==> src/rtl/trap_arb_pkg.sv <==
package trap_arb_pkg;
  localparam int NSRC  = 12;
  localparam int IDX_W = $clog2(NSRC);
  localparam int TT_W  = 8;

  // index 0 = highest priority
  typedef enum logic [IDX_W-1:0] {
    S_IFETCH_MEM = 4'd0, S_ILLEGAL = 4'd1, S_PRIV = 4'd2, S_FP_OFF = 4'd3,
    S_CP_OFF = 4'd4, S_WIN_OVF = 4'd5, S_WIN_UNF = 4'd6, S_MISALIGN = 4'd7,
    S_DATA_MEM = 4'd8, S_TAG_OVF = 4'd9, S_SWTRAP = 4'd10, S_IRQ = 4'd11
  } src_e;

  // sources dropped while traps are disabled
  localparam logic [NSRC-1:0] ASYNC_SET =
    (NSRC'(1) << S_IFETCH_MEM) | (NSRC'(1) << S_DATA_MEM) | (NSRC'(1) << S_IRQ);

  localparam logic [TT_W-1:0] TT_RESET    = 8'h00;
  localparam logic [TT_W-1:0] TT_IRQ_BASE = 8'h10;
  localparam logic [TT_W-1:0] TT_SW_BASE  = 8'h80;
endpackage

==> src/rtl/irq_qualify.sv <==
module irq_qualify #(
  parameter int LVL_W = 4
) (
  input  logic [LVL_W-1:0] irq_lvl,
  input  logic [LVL_W-1:0] pil,
  output logic             accept
);
  always_comb begin
    accept = 1'b0;
    if (irq_lvl != '0)
      accept = (irq_lvl == '1) || (irq_lvl > pil);
  end
endmodule

==> src/rtl/prio_pick.sv <==
module prio_pick #(
  parameter int N = 12,
  localparam int IW = $clog2(N)
) (
  input  logic [N-1:0]  req,
  output logic          any,
  output logic [IW-1:0] idx
);
  always_comb begin
    idx = '0;
    for (int i = N - 1; i >= 0; i--)
      if (req[i]) idx = IW'(i);
    any = |req;
  end
endmodule

==> src/rtl/trap_code_enc.sv <==
module trap_code_enc
  import trap_arb_pkg::*;
#(
  parameter int LVL_W = 4,
  parameter int SWN_W = 7
) (
  input  logic [IDX_W-1:0] src_idx,
  input  logic [LVL_W-1:0] irq_lvl,
  input  logic [SWN_W-1:0] sw_num,
  output logic [TT_W-1:0]  code
);
  always_comb begin
    unique case (src_e'(src_idx))
      S_IFETCH_MEM: code = 8'h01;
      S_ILLEGAL:    code = 8'h02;
      S_PRIV:       code = 8'h03;
      S_FP_OFF:     code = 8'h04;
      S_CP_OFF:     code = 8'h24;
      S_WIN_OVF:    code = 8'h05;
      S_WIN_UNF:    code = 8'h06;
      S_MISALIGN:   code = 8'h07;
      S_DATA_MEM:   code = 8'h09;
      S_TAG_OVF:    code = 8'h0A;
      S_SWTRAP:     code = TT_SW_BASE | TT_W'(sw_num);
      S_IRQ:        code = TT_IRQ_BASE + TT_W'(irq_lvl);
      default:      code = TT_RESET;
    endcase
  end
endmodule

==> src/rtl/trap_arbiter.sv <==
module trap_arbiter
  import trap_arb_pkg::*;
#(
  parameter int LVL_W = 4,
  parameter int SWN_W = 7
) (
  input  logic             clk,
  input  logic             rst_n,
  input  logic             reset_req,
  input  logic             trap_en,
  input  logic [LVL_W-1:0] pil,
  input  logic [LVL_W-1:0] irq_lvl,
  input  logic             ifetch_mexc,
  input  logic             illegal_op,
  input  logic             priv_viol,
  input  logic             fp_off,
  input  logic             cp_off,
  input  logic             win_ovf,
  input  logic             win_unf,
  input  logic             misalign,
  input  logic             data_mexc,
  input  logic             tag_ovf,
  input  logic             sw_hit,
  input  logic [SWN_W-1:0] sw_num,
  output logic             trap_take,
  output logic             error_mode,
  output logic             is_reset,
  output logic [TT_W-1:0]  tt
);
  logic             irq_ok;
  logic [NSRC-1:0]  raw_req;
  logic [NSRC-1:0]  elig_req;
  logic             elig_any;
  logic [IDX_W-1:0] win_idx;
  logic [TT_W-1:0]  win_code;

  irq_qualify #(.LVL_W(LVL_W)) u_irq (
    .irq_lvl(irq_lvl), .pil(pil), .accept(irq_ok)
  );

  always_comb begin
    raw_req               = '0;
    raw_req[S_IFETCH_MEM] = ifetch_mexc;
    raw_req[S_ILLEGAL]    = illegal_op;
    raw_req[S_PRIV]       = priv_viol;
    raw_req[S_FP_OFF]     = fp_off;
    raw_req[S_CP_OFF]     = cp_off;
    raw_req[S_WIN_OVF]    = win_ovf;
    raw_req[S_WIN_UNF]    = win_unf;
    raw_req[S_MISALIGN]   = misalign;
    raw_req[S_DATA_MEM]   = data_mexc;
    raw_req[S_TAG_OVF]    = tag_ovf;
    raw_req[S_SWTRAP]     = sw_hit;
    raw_req[S_IRQ]        = irq_ok;
    elig_req = trap_en ? raw_req : (raw_req & ~ASYNC_SET);
  end

  prio_pick #(.N(NSRC)) u_pick (
    .req(elig_req), .any(elig_any), .idx(win_idx)
  );

  trap_code_enc #(.LVL_W(LVL_W), .SWN_W(SWN_W)) u_enc (
    .src_idx(win_idx), .irq_lvl(irq_lvl), .sw_num(sw_num), .code(win_code)
  );

  always_ff @(posedge clk or negedge rst_n) begin
    if (!rst_n) begin
      trap_take  <= 1'b0;
      error_mode <= 1'b0;
      is_reset   <= 1'b0;
      tt         <= TT_RESET;
    end else begin
      trap_take  <= 1'b0;
      error_mode <= 1'b0;
      is_reset   <= 1'b0;
      if (reset_req) begin
        trap_take <= 1'b1;
        is_reset  <= 1'b1;
        tt        <= TT_RESET;
      end else if (elig_any) begin
        trap_take  <= trap_en;
        error_mode <= !trap_en;
        tt         <= win_code;
      end
    end
  end
endmodule

==> config.mk <==
export PLATFORM = sky130hd
export DESIGN_NAME = trap_arbiter
export DESIGN_NICKNAME = d
export VERILOG_FILES = /design/src/rtl/trap_arb_pkg.sv /design/src/rtl/irq_qualify.sv /design/src/rtl/prio_pick.sv /design/src/rtl/trap_code_enc.sv /design/src/rtl/trap_arbiter.sv
export SDC_FILE = /design/constraint.sdc
export NUM_CORES = 1
export LEC_CHECK = 0
export BUFFER_PORTS_ARGS = -buffer_cell sky130_fd_sc_hd__buf_4
export CAP_MARGIN = 15
export CORE_MARGIN = 4
export CORE_UTILIZATION = 41
export CTS_CLUSTER_SIZE = 28
export DETAILED_ROUTE_END_ITERATION = 10
export PLACE_DENSITY = 0.81
export REMOVE_ABC_BUFFERS = 1
export SYNTH_ARGS = -nofsm -noshare
export SYNTH_HDL_FRONTEND = slang
export SYNTH_SLANG_ARGS = --single-unit
==> constraint.sdc <==
create_clock -name clk -period 0.8 [get_ports clk]
set_clock_uncertainty 0.05 [all_clocks]
set_input_delay 0.08 -clock clk [delete_from_list [all_inputs] [get_ports clk]]
set_output_delay 0.08 -clock clk [all_outputs]
set_load 0.05 [all_outputs]
# Word level (Yosys, flattened, before mapping)

Index checks and enable logic that the tools add are counted.

Logic and storage cells: 46
Input port bits: 30
Output and inout port bits: 11
Register bits: 11

Muxes and demuxes: 22
Order comparisons: 1
Equal/unequal tests: 12
Add/sub/neg operators: 1
Reduce and logical (&&, ||, !) cells: 6

Operator list:

| operator                                                        | number |
|---|---|
| 8-bit case mux with 12 select lines                             | 1 |
| 4-bit 2-to-1 mux                                                | 12 |
| 4-bit == test, second input constant                            | 5 |
| 4-bit by 3-bit == test with 1-bit output, second input constant | 4 |
| 8-bit 2-to-1 mux                                                | 2 |
| 12-bit 2-to-1 mux                                               | 1 |
| 12-bit OR reduction                                             | 1 |
| 4-bit by 2-bit == test with 1-bit output, second input constant | 2 |
| 5-bit by 4-bit adder with 6-bit output, first input constant    | 1 |
| 1-bit 2-to-1 mux                                                | 6 |
| 4-bit by 1-bit == test with 1-bit output, second input constant | 1 |
| 4-bit > comparator                                              | 1 |
| 4-bit logical NOT                                               | 1 |
| 4-bit nonzero test                                              | 1 |
| 2-bit nonzero test                                              | 1 |
| 1-bit logical NOT                                               | 1 |
| 1-bit logical OR                                                | 1 |

# Depth between registers and ports, before layout

Depth in word-level cells: 20
Mapped depth: 10
Mapped depth without buffers: 9

# Modules after synthesis

Synthesis repeated with hierarchy kept, for this count alone.

Cell total of the unflattened synthesis: 103
Area, all modules: 904.6 µm²

By module, submodules not included:

| module        | instances | cells an instance | area an instance (µm²) |
|---|---|---|---|
| trap_arbiter  | 1         | 34                | 441.7 |
| trap_code_enc | 1         | 31                | 214.0 |
| prio_pick     | 1         | 22                | 128.9 |
| irq_qualify   | 1         | 16                | 120.1 |

# Least setup slack after synthesis

OpenSTA, ideal clock, no wires.

Path type: in2reg
Start point: in pil[3]
End point: reg tt[3]
Path buffers: 0
Path slack: -1144 ps
Stages: 9
Arrival time: 1757 ps
Cells stage by stage: inv_1 > ha_1 > and4_1 > a21oi_2 > o21ai_2 > o22ai_4 > mux2_1 > o31ai_1 > a21oi_1

Word-level cells in the longest chain between the ends: 20
Elaborated cells on any way between the ends: 33
Those cells by class: order compare: 1; eq/ne: 11; mux: 17; reduce/logical: 4

Ends and longest elaborated chain:

| item                                  | line                | RTL |
|---|---|---|
| start: declaration                    | trap_arbiter.sv:11  | `input logic [LVL_W-1:0] pil,` |
| 4-bit > comparator (*)                | irq_qualify.sv:11   | `accept = (irq_lvl == '1) \|\| (irq_lvl > pil);` |
| 1-bit logical OR (*)                  | irq_qualify.sv:11   |  |
| 1-bit 2-to-1 mux (*)                  | irq_qualify.sv:10   | `if (irq_lvl != '0)` |
| 12-bit 2-to-1 mux (*)                 | trap_arbiter.sv:55  | `elig_req = trap_en ? raw_req : (raw_req & ~ASYNC_SET);` |
| 4-bit 2-to-1 mux (12 in a row)        | prio_pick.sv:12     | `if (req[i]) idx = IW'(i);` |
| 4-bit == test (tied with other cells) | trap_code_enc.sv:13 | `unique case (src_e'(src_idx))` |
| 8-bit case mux with 12 select lines   | trap_code_enc.sv:13 |  |
| 8-bit 2-to-1 mux                      | trap_arbiter.sv:80  | `end else if (elig_any) begin` |
| 8-bit 2-to-1 mux                      | trap_arbiter.sv:76  | `if (reset_req) begin` |
| end signal: assignment                | trap_arbiter.sv:83  | `tt <= win_code;` |
| end: declaration                      | trap_arbiter.sv:28  | `output logic [TT_W-1:0] tt` |

Mark *: on every way between the ends. The rest lies on a longest branch, timed or not. The select of a mux whose other input is x is not followed.
A chain may end at the register's enable or synchronous reset.

# Final worst setup path

Start point: in pil[2]
End point: reg tt[0]

The elaborated chain is that of the path after synthesis.

==> out/qor.yml <==
outcome: "finished with violations"
violations: "setup timing"
finalHoldViolCount: 0
viasPerCell: 6.30
clock-sinks: 11
hp-start: "sw_num[6]"
nets: 215
r2r_slack_ps: -150
synthFlopType: "dfrtp_1"
clock_latency_ps: 270
setup_slack_ps: -1030
min_to: "tt[6]$_DFFE_PN0P_"
hpwl_um: 2360
coreArea_um2: 1980
leakage_nw: 0.856
grt_overflow: 0
synth_edf_count: 0
cp-startpoint: "pil[2]"
routed_wl_um: 4950
htree_levels: 1
yosysUniqueCellTypes: 44
area_growth_pct: 113
r2r.worst_path.cells: 3
tns_ps: -11080
grt_first_pass_wirelength_um: 5800
cts.path.max_buffers: 2
design.die.area_um2: 2880
cts_tree: "built"
yosysMostFrequentCell: "dfrtp_1"
hold_class: "in -> reg"
synth_top_cell_area_share_pct: 32.2
critical_path_class: "in -> reg"
drc: 0
clkTransAtPathRegs_ps: 70
crit_fanout: 7
gr-usage-all-layers_pct: 28.4
place_ws_ps: -1300
grt_pass1_vias: 1243
ios: 41
rows: 16
synth_area_leaders: "dfrtp_1 32%, ha_1 5.8%, nand2_1 3.9%"
antenna_found_initial: 0
drtIter0Drc: 64
syn_avg_cell_area_um2: 8.91
drive_gt1_share_pct: 65.6
netlist_instances: 96
clockRootBuffer: "clkbuf_4"
syn_area_um2: 856
dieWidth_um: 53.7
initial_core_util_pct: 43.2
die_y_um: 53.7
max_freq_ghz: 0.545
synth_commonest_cells: "11 x dfrtp_1, 9 x nand2_1, 9 x nor2_1"
cts_buffers: 3
drv_cap: 0
crit_required_ps: 910
ant_nets: 0
synth_seq_cells: 11
ys_seq_area_share_pct: 32.2
r2r_start: "tt[2]$_DFFE_PN0P_"
ys_warn_count: 0
endpoint_kind: "flip-flop"
r2r-end: "tt[2]$_DFFE_PN0P_"
rsz0062_at_grt: "yes"
diodes: 0
via_count: 1305
portBuffers: 40
critPathArrivalTime_ps: 1940
grt_start_max_net_pins: 12
fin_crit_ps: 1830
setup_viol: 21
maxSlewHeadroom_pct: 67.7
p_per_area_nw_per_um2: 983
synthArstFlopShare_pct: 100
routabilityCongestion: 0.864
ir_drop_uv: 828
hold_depth: 2
start_kind: "input pin"
drtPass1Iterations: 4
netlist.top_cell.by_area: "dfrtp_1"
maxSlewViolCount: 0
worst_pin_slew_ps: 480
avgRoutedWirePerCell_um: 23.9
period_share_pct: 229
==> sequential cells by signal (all words and copies together) (netlist names) <==
name and count:
error_mode 1, is_reset 1, trap_take 1, tt 8
==> routing by layer <==
metal	global-route usage, %	up-vias	part of all wire (%)
met5	0	-	0
met4	15.7	0	8.1
met3	4.43	47	8.3
met2	54.2	126	51
met1	28.6	603	33
li1	-	529	-
==> critical path: stages <==
cell,delay [ps]
buf_6,90
inv_2,60
ha_4,200
and4_1,200
a21oi_2,230
o21ai_4,120
o22ai_4,270
buf_6,190
mux2i_1,240
o22a_1,180
a211oi_2,70
==> worst max-delay path by stage <==
stage,slack (ps),endpoint,cells past startpoint
global route,-1090,tt[1]$_DFFE_PN0P_,10
detailed placement,-1300,tt[0]$_DFFE_PN0P_,11
finish,-1030,tt[0]$_DFFE_PN0P_,11
floorplan,-1140,tt[3]$_DFFE_PN0P_,9
global placement,-1250,tt[3]$_DFFE_PN0P_,10
CTS,-860,tt[3]$_DFFE_PN0P_,9
==> power breakdown <==
part / switching [mW] / internal [mW]
clock network: 0.202 / 0.194
registers: 0.0143 / 0.575
logic: 0.417 / 0.393
==> per-stage QoR <==
stage | hold slack [ps] | utilization (%) | total power [mW] | std cells | area [µm²]
finish | 58.8 | 92.1 | 1.79 | 207 | 1830
global route | 49.2 | 92.1 | 1.86 | 207 | 1830
global placement | -137 | 69.8 | 1.13 | 188 | 1380
detailed placement | -134 | 69.8 | 1.15 | 188 | 1380
floorplan | -266 | - | 0.843 | 94 | 847
CTS | -21.1 | 86.4 | 1.65 | 202 | 1710
==> cells by family (layout without fill, tap and decap cells) <==
family	count (synthesis)	after routing	share of synthesized area, %
mux	3	3	4.24
compound gates	32	32	30.6
fa+ha+maj	4	4	5.85
buf+inv	9	93	4.09
simple gates	37	37	23.1
flops	11	11	32.2
==> layout by cell type (no fill, tap or decap), drive strengths merged, types with 2 or more instances in the layout <==
| cell | synthesis | routed |
|---|---|---|
| clkbuf | 1 | 4 |
| nor4 | 5 | 5 |
| o211a | 2 | 2 |
| inv | 7 | 7 |
| dlygate4sd3 | 0 | 3 |
| a21o | 3 | 3 |
| a21oi | 5 | 5 |
| dfrtp | 11 | 11 |
| ha | 4 | 4 |
| a31oi | 2 | 2 |
| o21ai | 4 | 4 |
| nand3 | 3 | 3 |
| nor2 | 9 | 9 |
| and2 | 2 | 2 |
| o2bb2ai | 2 | 2 |
| nand2 | 9 | 9 |
| nor2b | 2 | 2 |
| buf | 1 | 79 |
| nand2b | 2 | 2 |
| mux2 | 2 | 2 |
==> area by class of cell <==
cell class | count | area, µm²
inverters | 7 | 33.8
well taps | 27 | 33.8
repair buffers | 82 | 713
fillers | 73 | 156
flip-flops and latches | 11 | 275
multi-input cells | 76 | 743
clock buffers | 4 | 26.3
==> timing repair <==
item | in CTS | in global routing
gates cloned | 0 | 0
pin swaps | 18 | 9
hold buffers | 3 | 0
buffers inserted | 8 | 5
gates resized for setup | 51 | 14
hold endpoints to repair | 14 | 0
endpoints found under the setup margin | 21 | 21
(Power assumes the default switching activity.)
